$ cat src/rtl/spi_nand_bridge_pkg.sv
// Shared constants and types for the SPI-to-NAND bridge.
// Holds the command codes, the configuration bit positions, the config
// reset value and the decoder state type.
package spi_nand_bridge_pkg;

    localparam logic [7:0] CMD_NAND_WRITE = 8'h08;
    localparam logic [7:0] CMD_LOAD_CFG   = 8'h09;
    localparam logic [7:0] CMD_NAND_READ  = 8'h0A;
    localparam logic [7:0] CMD_FAST_READ  = 8'h0B;
    localparam logic [7:0] CMD_AUX_ON     = 8'h0C;
    localparam logic [7:0] CMD_AUX_OFF    = 8'h0D;

    // Configuration register bit positions; the output pins decode these.
    localparam int CFG_CE_N_BIT = 7;
    localparam int CFG_CLE_BIT  = 6;
    localparam int CFG_ALE_BIT  = 5;
    localparam int CFG_FAN_BIT  = 4;

    // Chip disabled, LEDs dark, latches and fan off.
    localparam logic [7:0] CFG_RESET = 8'h8F;

    typedef enum logic [2:0] {
        S_COMMAND,
        S_WRITE,
        S_CONFIG,
        S_READ,
        S_DISCARD
    } dec_state_t;

endpackage

$ cat src/rtl/bridge_pin_sync.sv
// Pin front end: brings SCK, CS, MOSI and the second data pin into the
// system clock domain and produces single-cycle SCK edge strobes.
// Assumes SCK half period is several system clocks; all four pins pass
// through the same number of stages, so their relative order is kept.
module bridge_pin_sync #(
    parameter int SYNC_STAGES = 2
) (
    input  logic clk,
    input  logic rst_n,
    input  logic spi_sck,
    input  logic spi_cs_n,
    input  logic spi_mosi,
    input  logic spi_mosi_aux,
    output logic sck_rise,
    output logic sck_fall,
    output logic cs_act,
    output logic mosi_s,
    output logic aux_s
);
    localparam int CHAIN_W = 4 * SYNC_STAGES;
    localparam logic [3:0] PINS_IDLE = 4'b0100;

    logic [CHAIN_W-1:0] chain;
    logic [3:0]         last;
    logic [3:0]         prev;

    // Shift the pin vector {sck, cs_n, mosi, aux} through the stages.
    always_ff @(posedge clk) begin
        if (!rst_n) chain <= {SYNC_STAGES{PINS_IDLE}};
        else        chain <= {chain[CHAIN_W-5:0], spi_sck, spi_cs_n, spi_mosi, spi_mosi_aux};
    end

    assign last = chain[CHAIN_W-1 -: 4];

    // Hold the previous synchronized value for edge detection.
    always_ff @(posedge clk) begin
        if (!rst_n) prev <= PINS_IDLE;
        else        prev <= last;
    end

    assign cs_act   = !last[2];
    assign sck_rise = cs_act && last[3] && !prev[3];
    assign sck_fall = cs_act && !last[3] && prev[3];
    assign mosi_s   = last[1];
    assign aux_s    = last[0];

endmodule

$ cat src/rtl/bridge_shift.sv
// Serial shifters: assembles received bytes (one or two bits per SCK
// rise) and shifts the reply byte out on MISO at SCK falls.
// Assumes mode 0; a new reply byte is loaded at every eighth fall.
module bridge_shift (
    input  logic       clk,
    input  logic       rst_n,
    input  logic       cs_act,
    input  logic       sck_rise,
    input  logic       sck_fall,
    input  logic       mosi_s,
    input  logic       aux_s,
    input  logic       dual,
    input  logic [7:0] load_val,
    output logic       byte_valid,
    output logic [7:0] byte_data,
    output logic       load_take,
    output logic       miso
);
    logic [2:0] rx_cnt;
    logic [7:0] rx_sr;
    logic [2:0] tx_cnt;
    logic [7:0] tx_sr;

    // Receive: gather bits, flag a whole byte for one cycle.
    always_ff @(posedge clk) begin
        if (!rst_n || !cs_act) begin
            rx_cnt     <= '0;
            rx_sr      <= '0;
            byte_valid <= 1'b0;
        end else begin
            byte_valid <= 1'b0;
            if (sck_rise) begin
                if (dual) begin
                    rx_sr      <= {rx_sr[5:0], mosi_s, aux_s};
                    rx_cnt     <= rx_cnt + 3'd2;
                    byte_valid <= (rx_cnt == 3'd6);
                end else begin
                    rx_sr      <= {rx_sr[6:0], mosi_s};
                    rx_cnt     <= rx_cnt + 3'd1;
                    byte_valid <= (rx_cnt == 3'd7);
                end
            end
        end
    end

    assign byte_data = rx_sr;

    // Transmit: shift on falls, reload at the byte boundary.
    always_ff @(posedge clk) begin
        if (!rst_n || !cs_act) begin
            tx_cnt    <= '0;
            tx_sr     <= '0;
            load_take <= 1'b0;
        end else begin
            load_take <= 1'b0;
            if (sck_fall) begin
                tx_cnt <= tx_cnt + 3'd1;
                if (tx_cnt == 3'd7) begin
                    tx_sr     <= load_val;
                    load_take <= 1'b1;
                end else begin
                    tx_sr <= {tx_sr[6:0], 1'b0};
                end
            end
        end
    end

    assign miso = tx_sr[7];

    p_valid_single_r2: assert property (@(posedge clk) disable iff (!rst_n)
        byte_valid |=> !byte_valid);

endmodule

$ cat src/rtl/bridge_strobe.sv
// One NAND strobe: on a go pulse it spends one setup cycle, then holds
// the active-low strobe for LOW_CYC cycles. done marks the last low cycle
// (the data capture point). It runs to completion once started.
module bridge_strobe #(
    parameter int LOW_CYC = 2
) (
    input  logic clk,
    input  logic rst_n,
    input  logic go,
    output logic strobe_n,
    output logic busy,
    output logic done
);
    localparam int CNT_W = (LOW_CYC < 2) ? 1 : $clog2(LOW_CYC);

    typedef enum logic [1:0] {P_IDLE, P_SETUP, P_LOW} phase_t;

    phase_t          phase;
    logic [CNT_W-1:0] cnt;

    // Sequence idle -> setup -> low (LOW_CYC cycles) -> idle.
    always_ff @(posedge clk) begin
        if (!rst_n) begin
            phase <= P_IDLE;
            cnt   <= '0;
        end else begin
            case (phase)
                P_IDLE:  if (go) phase <= P_SETUP;
                P_SETUP: begin
                    phase <= P_LOW;
                    cnt   <= '0;
                end
                P_LOW: begin
                    if (cnt == CNT_W'(LOW_CYC - 1)) phase <= P_IDLE;
                    else                            cnt   <= cnt + 1'b1;
                end
                default: phase <= P_IDLE;
            endcase
        end
    end

    assign strobe_n = (phase != P_LOW);
    assign busy     = (phase != P_IDLE);
    assign done     = (phase == P_LOW) && (cnt == CNT_W'(LOW_CYC - 1));

    p_low_width_r10: assert property (@(posedge clk) disable iff (!rst_n)
        $fell(strobe_n) |=> !strobe_n);

    p_go_when_idle_r10: assert property (@(posedge clk) disable iff (!rst_n)
        go |-> !busy);

endmodule

$ cat src/rtl/bridge_ctrl.sv
// Command decoder: interprets the first byte of a frame, then routes
// later bytes to the NAND write path, the configuration register, the
// read-ahead path or nowhere. Assumes byte_valid pulses are far apart
// compared with a strobe, and that CS release resets the frame.
module bridge_ctrl
    import spi_nand_bridge_pkg::*;
#(
    parameter int ADDR_BYTES = 3,
    parameter int SKIP_W     = 3
) (
    input  logic       clk,
    input  logic       rst_n,
    input  logic       cs_act,
    input  logic       byte_valid,
    input  logic [7:0] byte_data,
    input  logic       load_take,
    input  logic       we_busy,
    input  logic       re_done,
    input  logic [7:0] nand_din,
    output logic       dual,
    output logic [7:0] tx_val,
    output logic       we_go,
    output logic       re_go,
    output logic [7:0] nand_dout,
    output logic       nand_doe,
    output logic [7:0] cfg,
    output logic       aux_led
);
    dec_state_t       st;
    logic [SKIP_W-1:0] skip;
    logic [7:0]       pend;
    logic             pend_v;
    logic [7:0]       wr_bus;
    logic [7:0]       rd_latch;
    logic             rd_ready;
    logic             take;

    assign take  = cs_act && byte_valid;
    assign we_go = take && (st == S_WRITE) && pend_v;
    assign re_go = take && (st == S_READ) && (skip <= SKIP_W'(1));

    // Decode the command byte and track the frame's phase.
    always_ff @(posedge clk) begin
        if (!rst_n) begin
            st      <= S_COMMAND;
            skip    <= '0;
            cfg     <= CFG_RESET;
            aux_led <= 1'b0;
        end else if (!cs_act) begin
            st   <= S_COMMAND;
            skip <= '0;
        end else if (byte_valid) begin
            case (st)
                S_COMMAND: begin
                    case (byte_data)
                        CMD_NAND_WRITE: st <= S_WRITE;
                        CMD_LOAD_CFG:   st <= S_CONFIG;
                        CMD_NAND_READ: begin
                            st   <= S_READ;
                            skip <= SKIP_W'(1);
                        end
                        CMD_FAST_READ: begin
                            st   <= S_READ;
                            skip <= SKIP_W'(ADDR_BYTES + 1);
                        end
                        CMD_AUX_ON: begin
                            aux_led <= 1'b1;
                            st      <= S_DISCARD;
                        end
                        CMD_AUX_OFF: begin
                            aux_led <= 1'b0;
                            st      <= S_DISCARD;
                        end
                        default: st <= S_DISCARD;
                    endcase
                end
                S_CONFIG: begin
                    cfg <= byte_data;
                    st  <= S_DISCARD;
                end
                S_READ: begin
                    if (skip != '0) skip <= skip - 1'b1;
                end
                default: ;
            endcase
        end
    end

    // Hold each write byte until the next one proves the frame went on.
    always_ff @(posedge clk) begin
        if (!rst_n) begin
            pend   <= '0;
            pend_v <= 1'b0;
            wr_bus <= '0;
        end else if (!cs_act) begin
            pend_v <= 1'b0;
        end else if (take && (st == S_WRITE)) begin
            pend   <= byte_data;
            pend_v <= 1'b1;
            if (pend_v) wr_bus <= pend;
        end
    end

    // Capture read data at the strobe end; release it to the shifter.
    always_ff @(posedge clk) begin
        if (!rst_n) begin
            rd_latch <= '0;
            rd_ready <= 1'b0;
        end else if (!cs_act) begin
            rd_ready <= 1'b0;
        end else if (re_done) begin
            rd_latch <= nand_din;
            rd_ready <= 1'b1;
        end else if (load_take) begin
            rd_ready <= 1'b0;
        end
    end

    assign dual      = (st == S_WRITE);
    assign tx_val    = rd_ready ? rd_latch : 8'h00;
    assign nand_dout = wr_bus;
    assign nand_doe  = (st == S_WRITE) || we_busy;

    p_cfg_only_by_load_r3: assert property (@(posedge clk) disable iff (!rst_n)
        !$stable(cfg) |-> $past(cs_act && byte_valid && st == S_CONFIG));

    p_aux_only_by_cmd_r7: assert property (@(posedge clk) disable iff (!rst_n)
        !$stable(aux_led) |-> $past(cs_act && byte_valid && st == S_COMMAND));

    p_abort_to_command_r8: assert property (@(posedge clk) disable iff (!rst_n)
        !cs_act |=> (st == S_COMMAND) && !pend_v);

endmodule

$ cat src/rtl/spi_nand_bridge.sv
// Top of the SPI-to-NAND bridge: pin synchronizer, serial shifters,
// command decoder and two NAND strobe generators (write, read).
// Assumes SCK half period >= SYNC_STAGES + STROBE_LOW + 6 system clocks.
module spi_nand_bridge
    import spi_nand_bridge_pkg::*;
#(
    parameter int SYNC_STAGES = 2,
    parameter int STROBE_LOW  = 2,
    parameter int ADDR_BYTES  = 3
) (
    input  logic       clk,
    input  logic       rst_n,
    input  logic       spi_sck,
    input  logic       spi_cs_n,
    input  logic       spi_mosi,
    input  logic       spi_mosi_aux,
    output logic       spi_miso,
    output logic [7:0] nand_dout,
    output logic       nand_doe,
    input  logic [7:0] nand_din,
    output logic       nand_ce_n,
    output logic       nand_cle,
    output logic       nand_ale,
    output logic       nand_we_n,
    output logic       nand_re_n,
    output logic [3:0] led_n,
    output logic       fan_on,
    output logic       aux_led
);
    localparam int SKIP_W   = $clog2(ADDR_BYTES + 2);
    localparam int N_STROBE = 2;   // index 0: write, index 1: read

    logic       sck_rise, sck_fall, cs_act, mosi_s, aux_s;
    logic       byte_valid, load_take, dual;
    logic [7:0] byte_data, tx_val, cfg;
    logic [N_STROBE-1:0] sb_go, sb_n, sb_busy, sb_done;

    bridge_pin_sync #(.SYNC_STAGES(SYNC_STAGES)) u_sync (
        .clk(clk), .rst_n(rst_n),
        .spi_sck(spi_sck), .spi_cs_n(spi_cs_n),
        .spi_mosi(spi_mosi), .spi_mosi_aux(spi_mosi_aux),
        .sck_rise(sck_rise), .sck_fall(sck_fall), .cs_act(cs_act),
        .mosi_s(mosi_s), .aux_s(aux_s)
    );

    bridge_shift u_shift (
        .clk(clk), .rst_n(rst_n), .cs_act(cs_act),
        .sck_rise(sck_rise), .sck_fall(sck_fall),
        .mosi_s(mosi_s), .aux_s(aux_s), .dual(dual),
        .load_val(tx_val), .byte_valid(byte_valid), .byte_data(byte_data),
        .load_take(load_take), .miso(spi_miso)
    );

    bridge_ctrl #(.ADDR_BYTES(ADDR_BYTES), .SKIP_W(SKIP_W)) u_ctrl (
        .clk(clk), .rst_n(rst_n), .cs_act(cs_act),
        .byte_valid(byte_valid), .byte_data(byte_data),
        .load_take(load_take), .we_busy(sb_busy[0]), .re_done(sb_done[1]),
        .nand_din(nand_din), .dual(dual), .tx_val(tx_val),
        .we_go(sb_go[0]), .re_go(sb_go[1]),
        .nand_dout(nand_dout), .nand_doe(nand_doe),
        .cfg(cfg), .aux_led(aux_led)
    );

    for (genvar g = 0; g < N_STROBE; g++) begin : g_strobe
        bridge_strobe #(.LOW_CYC(STROBE_LOW)) u_strobe (
            .clk(clk), .rst_n(rst_n), .go(sb_go[g]),
            .strobe_n(sb_n[g]), .busy(sb_busy[g]), .done(sb_done[g])
        );
    end

    assign nand_we_n = sb_n[0];
    assign nand_re_n = sb_n[1];
    assign nand_ce_n = cfg[CFG_CE_N_BIT];
    assign nand_cle  = cfg[CFG_CLE_BIT];
    assign nand_ale  = cfg[CFG_ALE_BIT];
    assign fan_on    = cfg[CFG_FAN_BIT];
    assign led_n     = cfg[3:0];

    p_strobes_exclusive_r10: assert property (@(posedge clk) disable iff (!rst_n)
        nand_we_n || nand_re_n);

    p_no_double_busy_r10: assert property (@(posedge clk) disable iff (!rst_n)
        !(sb_busy[0] && sb_busy[1]));

    p_we_ends_after_done_r10: assert property (@(posedge clk) disable iff (!rst_n)
        sb_done[0] |=> nand_we_n);

    p_bus_driven_in_write_r4: assert property (@(posedge clk) disable iff (!rst_n)
        !nand_we_n |-> nand_doe);

endmodule

$ cat config.mk
export PLATFORM = sky130hd
export DESIGN_NAME = spi_nand_bridge
export DESIGN_NICKNAME = d
export VERILOG_FILES = /design/src/rtl/spi_nand_bridge_pkg.sv /design/src/rtl/bridge_pin_sync.sv /design/src/rtl/bridge_shift.sv /design/src/rtl/bridge_strobe.sv /design/src/rtl/bridge_ctrl.sv /design/src/rtl/spi_nand_bridge.sv
export SDC_FILE = /design/constraint.sdc
export NUM_CORES = 1
export LEC_CHECK = 0
export ABC_CLOCK_PERIOD_IN_PS = 1980
export BUFFER_PORTS_ARGS = -buffer_cell sky130_fd_sc_hd__buf_2
export CORE_UTILIZATION = 58
export DETAILED_ROUTE_END_ITERATION = 12
export PLACE_DENSITY = 0.83
export SLEW_MARGIN = 20
export SYNTH_ARGS = -nofsm -noshare
export SYNTH_HDL_FRONTEND = slang
export SYNTH_SLANG_ARGS = --single-unit
$ cat constraint.sdc
create_clock -name clk -period 1.98 [get_ports clk]
set_input_delay 0.297 -clock clk [delete_from_list [all_inputs] [get_ports clk]]
set_output_delay 0.297 -clock clk [all_outputs]
set_load 0.005 [all_outputs]
* Yosys cells after proc, flatten, opt, wreduce, memory -nomap -nowiden *
Cells that the tools add are included.

operators by class
  $add $sub $neg = 6
  bitwise gates (word level) = 4
  $lt $le $gt $ge = 1
  muxes and demuxes = 24
  equal/unequal tests = 24
  reduce and logical (&&, ||, !) cells = 40

operator list
  operator                                                         number
  8-bit by 4-bit == test with 1-bit output, second input constant  6
  8-bit 2-to-1 mux                                                 3
  3-bit one-hot mux with 2 select lines                            3
  2-bit nonzero test                                               7
  2-bit one-hot mux with 3 select lines                            2
  1-bit logical AND                                                10
  2-bit AND reduction                                              5
  3-bit == test, second input constant                             3
  3-bit one-hot mux with 3 select lines                            1
  2-bit 2-to-1 mux                                                 4
  2-bit by 1-bit != test with 1-bit output, second input constant  4
  4-bit AND reduction                                              2
  2-bit OR reduction                                               4
  3-bit by 1-bit adder with 3-bit output, second input constant    2
  3-bit by 2-bit == test with 1-bit output, second input constant  2
  1-bit 2-to-1 mux                                                 6
  3-bit 2-to-1 mux                                                 2
  2-bit != test, second input constant                             3
  1-bit one-hot mux with 2 select lines                            3
  3-bit AND reduction                                              2
  2-bit by 1-bit == test with 1-bit output, second input constant  2
  2-bit == test, second input constant                             2
  1-bit logical NOT                                                4
  2-bit logical NOT                                                2
  other kinds (10)                                                 15

word-level totals
  register bits = 83
  logic and storage cells = 120
  output and inout bits = 21

* Logic depth before layout (Yosys ltp) *
Gate-level depths: netlist (run 1).

  depth in word-level cells = 6
  depth in mapped cells = 7

* Hierarchy *
Synthesis (run 1) repeated with hierarchy kept, for this count alone.

second synthesis, totals
  cells, all modules = 381
  area, all modules = 3,539.6 um2

modules (own cells, without submodules)
  module           area an instance (um2)  cells an instance  seq. area each (um2)  instances
  bridge_ctrl      1,834.3                 210                820.8                 1
  bridge_shift     1,067.3                 108                480.5                 1
  bridge_strobe    191.4                   21                 60.1                  2
  bridge_pin_sync  255.2                   21                 180.2                 1

* Worst setup path after synthesis (run 1) *
OpenSTA, ideal clock, no wires.

  path type = register -> register
  start point = reg u_ctrl.st[0]
  end point = reg u_shift.byte_valid
  stages on the path, launching flop included = 8
  data required time = 1.864 ns
  setup slack = 0.218 ns
  arrival time = 1.646 ns
  cells stage by stage = dfxtp_1 > buf_2 > nor3b_1 > inv_1 > buf_2 > ha_1 > and3_1 > and3_1

between the ends
  word-level cells in the longest chain between the ends = 2

RTL lines
  what                                      line                source
  from (decl)                               bridge_ctrl.sv:29   dec_state_t st;
  from (signal assigned)                    bridge_ctrl.sv:45   st <= S_COMMAND;
  from (signal assigned)                    bridge_ctrl.sv:50   st <= S_COMMAND;
  from (signal assigned)                    bridge_ctrl.sv:56   CMD_NAND_WRITE: st <= S_WRITE;
  3-bit by 1-bit == test with 1-bit output  bridge_ctrl.sv:119  assign dual = (st == S_WRITE);
  1-bit 2-to-1 mux                          bridge_shift.sv:33  if (dual) begin
  to (signal assigned)                      bridge_shift.sv:36  byte_valid <= (rx_cnt == 3'd6);
  to (signal assigned)                      bridge_shift.sv:40  byte_valid <= (rx_cnt == 3'd7);
  to (decl)                                 bridge_shift.sv:14  output logic byte_valid,

No other way between the ends.
A chain may end at the register's enable or synchronous reset.

* Worst setup path in the final report (run 1) *
  start point = reg u_ctrl.st[0]
  end point = out nand_doe

between the ends
  word-level cells in the longest chain between the ends = 2

RTL lines
  what                                      line                   source
  3-bit by 1-bit == test with 1-bit output  bridge_ctrl.sv:122     assign nand_doe = (st == S_WRITE) || we_busy;
  1-bit logical OR                          bridge_ctrl.sv:122
  to (decl)                                 spi_nand_bridge.sv:19  output logic nand_doe,

No other way between the ends.

==> key figures, run 1 <==
Clocking
  • H-Tree Depth: 3
  • Root buffer cell: clkbuf_8
  • CTS buffer count: 9
  • Bufs on Longest Clock Path: 2
  • Hold Buf Count CTS: 0
  • Clk Latency, worst-skew pair: about 0.35 ns
  • CTS tree: built
  • Post-cts sizing count: 0
  • Post-CTS Setup Bufs: 0
  • TritonCTS Sinks: 80
  • CTS clk-pin slew, worst paths: ~0.07 ns

Routing
  • DRC viols: 0
  • Vias per Instance: ~5.5
  • Final ANT Viol Nets: 0
  • Final wirelength: 6.41 mm
  • Vias: 2656
  • Wire per inst: 13.3 um
  • First-pass iteration count of the detailed router: 4
  • Iteration-0 DRC Markers: 162

Synthesis
  • Sequential area share after synthesis: 47.0%
  • Mapped Nets: 403
  • Synth Instances: 375
  • Synth warnings: 0
  • Post-synth cell types: 45
  • Synth async-reset ratio: 0%
  • Syn Area/Cell: between 9 and 10 um^2
  • Mapped Area: 3400 um^2
  • Top FF cell, synth: dfxtp_1
  • Post-synth EDFFs: 0
  • FF+latch count, synth: 80

Worst hold path
  • Hold worst-path end: u_sync.chain[2]
  • Hold crit path type: in2reg
  • Hold_sp: spi_cs_n
  • WHS Path Cells: 2

Power
  • Power Total: 2.93 mW
  • Leak Pwr: 1.53 nW
  • Peak supply drop: between 0.0008 and 0.0009 V
  • Cell Pwr Density: between 700 and 800 nW/um^2

GRT
  • Pin count of the biggest net entering global routing: 33
  • Vias in the first global route: 2598
  • Met2 Track Usage GR: 41.4%
  • Total Routing Usage GR: 23.6%
  • Overflow after GRT: 0
  • Initial antenna violation count: 0
  • First-pass GRT wire length: 11.4 mm
  • GRT met1 Usage: 26.6%
  • GR peak layer: met2
  • Met3 Usage GRT: 5.93%

STA
  • Final setup TNS: 0 ns
  • Period utilization: 92.7%
  • Slew HR: 67.7%
  • Final slew viol count: 0
  • Endpoints failing setup: 0
  • Worst clock skew: 0.00951 ns
  • Hold Vio Cnt, Final: 0
  • Tightest Pin Transition: 0.483 ns
  • Fin crit period: 1.84 ns
  • Max Fclk: 0.545 GHz
  • Unrepaired setup endpoints after global routing: false
  • WHS: 0.128 ns

Critical path
  • Slowest stage delay, CP: 0.49 ns
  • Critical path cell sequence: nor3b_1, inv_1, nand2_1, buf_2
  • Setup slack, reg-to-reg: roughly 0.3 ns
  • Crit end category: output pin
  • CP Buf/Inv Count: 2
  • Crit-path max FO: 10
  • Worst reg2reg path endpoint: u_shift.byte_valid
  • Critical Path AT: roughly 1.5 ns
  • Worst reg2reg startpoint: u_ctrl.st[0]
  • Worst R2R Path Depth: 5
  • Slowest CP cell: dfxtp_1
  • Required time worst endpoint: 1.68 ns
  • CP delay by family, top: flip-flops
  • Setup Crit Path Kind: reg2out
  • Startpoint Class: flop

Run status
  • Status: complete, no violations

Layout
  • Area grow syn2layout: 12.3%
  • Share of post-route cells with drive strength above 1: 15.6%
  • Fin nets: 434
  • Fillers: 443
  • Final non-filler cell total: around 480
  • Register area: 1600 um^2
  • Multi-input logic area: 1660 um^2
  • Inserted Diodes: 0

Die
  • Starting Density: 61.1%
  • Num rows: 27
  • Die Area: between 6000 and 7000 um^2
  • Top Ports: 35
  • Die extent in x: 78.6 um
  • Die Height: 78.6 um
  • Core Box Area: 5570 um^2

Placement
  • Dpl hpwl: approximately 4.5 mm
  • Placed instance count: 467
  • Final GP Congestion: 0.826
  • IO buf count: 34

Flow run
  • Max_cap viols: 0
[metrics by stage]
step	area (um^2)	util, %	setup WS, ns
2_1_floorplan	3400	-	0.218
3_3_place_gp	3630	65.1	0.376
3_5_place_dp	3630	65.1	0.311
4_1_cts	3820	68.6	0.143
5_1_grt	3820	68.6	0.0141
6_report	3820	68.6	0.144
[kinds of logic after synthesis]
logic type | synth area share [%]
buffers and inverters | 4.34
multiplexers | 8.82
adder cells (fa/ha/maj) | 5.15
flip-flops | 47.0
XOR/XNOR | 0.257
AND/OR/NAND/NOR | 23.1
AO/OA/AOI/OAI | 11.3
[synth_stat cells, types with 2 or more instances]
library cell / count / area share [%]
nand2b_1: 14 / 2.6
a221o_1: 2 / 0.59
nor3b_1: 2 / 0.44
o21a_1: 3 / 0.66
mux2i_1: 30 / 8.8
nand4_1: 3 / 0.55
nor2_1: 48 / 5.3
or3b_1: 2 / 0.51
o21ai_0: 8 / 1.2
and2_1: 9 / 1.7
and3_1: 3 / 0.55
nor2b_1: 5 / 0.92
o211a_1: 2 / 0.59
dfxtp_1: 80 / 47
nand2_1: 45 / 5.0
clkbuf_1: 13 / 1.4
buf_2: 7 / 1.0
nand3_1: 13 / 1.9
a21oi_1: 18 / 2.6
a311oi_1: 13 / 3.3
a31oi_1: 3 / 0.55
inv_1: 16 / 1.8
ha_1: 14 / 5.1
[area by class of cell]
type	instances	share of cell area, %
multi-input combinational	258	43.3
sequential	80	41.9
timing repair buffer	41	5.82
clock buffer	10	3.60
tap	72	2.36
inverter	16	1.57
clock inverter	5	1.47
[how the worst max path moves through the flow]
stage                               from                 end  slack [ns]  depth (start not counted)
finish                      u_ctrl.st[0]            nand_doe        0.14                          4
global route                u_ctrl.st[0]            nand_doe        0.01                          4
CTS                         u_ctrl.st[0]            nand_doe        0.14                          4
detailed placement          u_ctrl.st[0]  u_shift.byte_valid        0.31                          5
global placement    u_shift.byte_data[5]        u_ctrl.st[1]        0.38                          4
floorplan                   u_ctrl.st[0]  u_shift.byte_valid        0.22                          7
[flip-flops by register name, summed over array words and instances, names as in the netlist, 4 cells and up]
| name | flops |
|---|---|
| u_shift.byte_data | 8 |
| u_sync.chain | 8 |
| u_ctrl.nand_dout | 8 |
| u_ctrl.rd_latch | 8 |
| u_shift.tx_sr | 8 |
| u_ctrl.pend | 8 |
| u_ctrl.cfg | 8 |
| g_strobe.u_strobe.phase | 4 |
[power breakdown]
part / total (mW) / switching (mW) / internal [mW]
Clock: 1.18 / 0.574 / 0.610
Combinational: 0.118 / 0.0689 / 0.0491
Sequential: 1.63 / 0.00969 / 1.62
[per-layer routing]
metal  wire length (um)  share of wire, %
met1               2880                45
met2               3140                49
met3                242               3.8
met4                144               2.2
met5                  0                 0
[layout by cell type, fill, tap and decap left out, drive strengths merged, types with 2 or more instances in the layout]
cell type  Yosys  final
nand4          4      4
a311oi        13     13
mux2i         30     30
clkbuf        13     10
buf            8     41
nand3         13     13
o21a           3      3
a21oi         19     19
ha            14     14
and2           9      9
clkinv         0      2
or3b           2      2
and4           2      2
o211a          2      2
nand2         46     46
a31oi          3      3
a221o          2      2
dfxtp         80     80
nor2b          5      5
and3           3      3
inv           16     17
nor3b          3      3
nand2b        14     14
nor2          48     48
o21ai          8      8
[worst register-to-register path, stage by stage (launching register included)]
cell	delay (ns)
dfxtp_1	0.49
nor3b_1	0.30
inv_1	0.17
ha_1	0.31
and3_1	0.15
and3_1	0.16
Power figures use the tool's default switching activity.
==> run 2, diff against run 1 <==
Settings changed: ABC_AREA set to 1, ABC_CLOCK_PERIOD_IN_PS 1980 to unset, CORE_ASPECT_RATIO set to 1.1.
==> key figures, run 2 <==
Layout
  • Inserted Diodes: 0
  • Area grow syn2layout: 13.2%
  • Fillers: just under 500
  • Final Cell Area: 3880 um^2
  • Share of post-route cells with drive strength above 1: 15.7%
  • Most common cell after layout, fill and taps aside: dfxtp_1
  • Fin nets: 502
  • Most frequent cells in the layout: dfxtp_1, nand2_1, nor2_1

GRT
  • Met2 Track Usage GR: 39.6%
  • Vias in the first global route: ~2500
  • First-pass GRT wire length: 10.7 mm
  • Initial antenna violation count: 0
  • Overflow after GRT: 0
  • Total Routing Usage GR: 22.5%
  • GR peak layer: met2
  • Pin count of the biggest net entering global routing: 22
  • Met3 Usage GRT: under 10%
  • GRT met1 Usage: 26.3%

Synthesis
  • Top-count cell post-synth: dfxtp_1
  • Synth top area share: between 40 and 50%
  • Synth Instances: 438
  • Synth area leader: dfxtp_1
  • Post-synth EDFFs: 0
  • Top cells by count, synth: dfxtp_1, nand2_1, nor2_1
  • Mapped Area: 3430 um^2
  • Synth async-reset ratio: 0%
  • Top FF cell, synth: dfxtp_1
  • Synth area leaders: dfxtp_1, a21oi_1, nand2_1
  • Post-synth cell types: 35
  • Mapped Nets: 466
  • Synth warnings: 0
  • Sequential area share after synthesis: a little under half
  • Syn Area/Cell: slightly below 8 um^2
  • FF+latch count, synth: 80

Clocking
  • CTS tree: built
  • Bufs on Longest Clock Path: 2
  • Post-CTS Setup Bufs: 0
  • Post-cts sizing count: 0
  • Root buffer cell: clkbuf_8
  • CTS clk-pin slew, worst paths: 0.08 ns
  • Clk Latency, worst-skew pair: 0.34 ns
  • Hold Buf Count CTS: 0
  • TritonCTS Sinks: 80
  • CTS buffer count: 9
  • H-Tree Depth: 3

Critical path
  • CP Buf/Inv Count: 2
  • Crit end category: output pin
  • Slowest stage delay, CP: between 0.3 and 0.4 ns
  • Required time worst endpoint: approximately 1.7 ns
  • Crit-path max FO: 21
  • Critical path cell sequence: inv_1, nand3_4, nand2_1, buf_2
  • Startpoint Class: flop
  • Slowest CP cell: dfxtp_1
  • Critical Path AT: 1.36 ns
  • CP delay by family, top: simple AND/OR/NAND/NOR gates
  • Setup Crit Path Kind: reg2out

Power
  • Leak Pwr: 1.68 nW
  • Cell Pwr Density: 797 nW/um^2
  • Peak supply drop: 0.000613 V

STA
  • WHS: 0.133 ns
  • Max Fclk: 0.602 GHz
  • Period utilization: 83.8%
  • Final setup TNS: 0 ns
  • Unrepaired setup endpoints after global routing: false
  • Tightest Pin Transition: 0.575 ns
  • Fin crit period: 1.66 ns
  • Final slew viol count: 0
  • Endpoints failing setup: 0
  • Hold Vio Cnt, Final: 0
  • Worst clock skew: 0.00890 ns
  • Slew HR: 61.6%

Run status
  • Status: complete, no violations

Routing
  • Final wirelength: around 6.7 mm
  • Final ANT Viol Nets: 0
  • Vias per Instance: 5.20
  • DRC viols: 0
  • Vias: 2892
  • Iteration-0 DRC Markers: roughly 160
  • Wire per inst: between 10 and 15 um
  • First-pass iteration count of the detailed router: 4

Placement
  • Dpl hpwl: 4.71 mm
  • IO buf count: 34
  • Final GP Congestion: 0.861
  • Post-placement cell area: roughly 3600 um^2

Flow run
  • Max_cap viols: 0

Die
  • Core Box Area: 5730 um^2
  • Die Height: 82.7 um
  • Die extent in x: 75.3 um
  • Top Ports: 35
  • Num rows: 29
  • Die Area: 6230 um^2
  • Starting Density: 59.8%

Worst hold path
  • Hold crit path type: in2reg
-- run 2: per-layer routing --
layer  vias up  wire length, um
met5         -                0
met4         0               36
met3         4              216
met2        48             3410
met1      1334             2990
li1       1506                -
-- run 2: worst paths after layout --
path / startpoint / cells past startpoint / slack (ns) / endpoint
min reg2reg: u_sync.chain[1] / 2 / 0.42 / u_sync.chain[5]
max: u_ctrl.st[2] / 4 / 0.32 / nand_doe
min: spi_sck / 3 / 0.13 / u_sync.chain[3]
max reg2reg: u_ctrl.st[2] / 8 / 0.42 / g_strobe[0].u_strobe.phase[0]
-- run 2: kinds of logic after synthesis --
family          synth area share, %
flops                          46.7
xor+xnor                      0.255
fa+ha+maj                      5.11
buf+inv                        8.10
simple gates                   22.3
compound gates                 17.5
-- run 2: layout make-up --
type	instances	area, um^2	area share, %
inverter	47	176	4.54
tap	77	96.3	2.48
sequential	80	1600	41.2
clock buffer	9	124	3.19
timing repair buffer	40	215	5.54
multi-input combinational	296	1550	39.9
clock inverter	7	120	3.09
-- run 2: metrics by stage --
step | cells | utilization (%) | setup slack (ns) | total power, mW
finish | 556 | 67.8 | 0.320 | 3.09
global route | 556 | 67.8 | 0.235 | 3.21
CTS | 556 | 67.8 | 0.321 | 3.12
detailed placement | 540 | 63.5 | 0.434 | 1.72
global placement | 540 | 63.5 | 0.518 | 1.71
floorplan | 438 | - | 0.661 | 1.69
-- run 2: worst min-delay path: stages --
cell and delay [ns]:
buf_2 0.07, nand2_1 0.04, inv_1 0.04
-- run 2: where the power goes --
part,leakage (nW),internal (mW),switching [mW]
registers,0.646,1.62,0.00424
logic,0.924,0.0214,0.0363
clock network,0.108,0.836,0.581
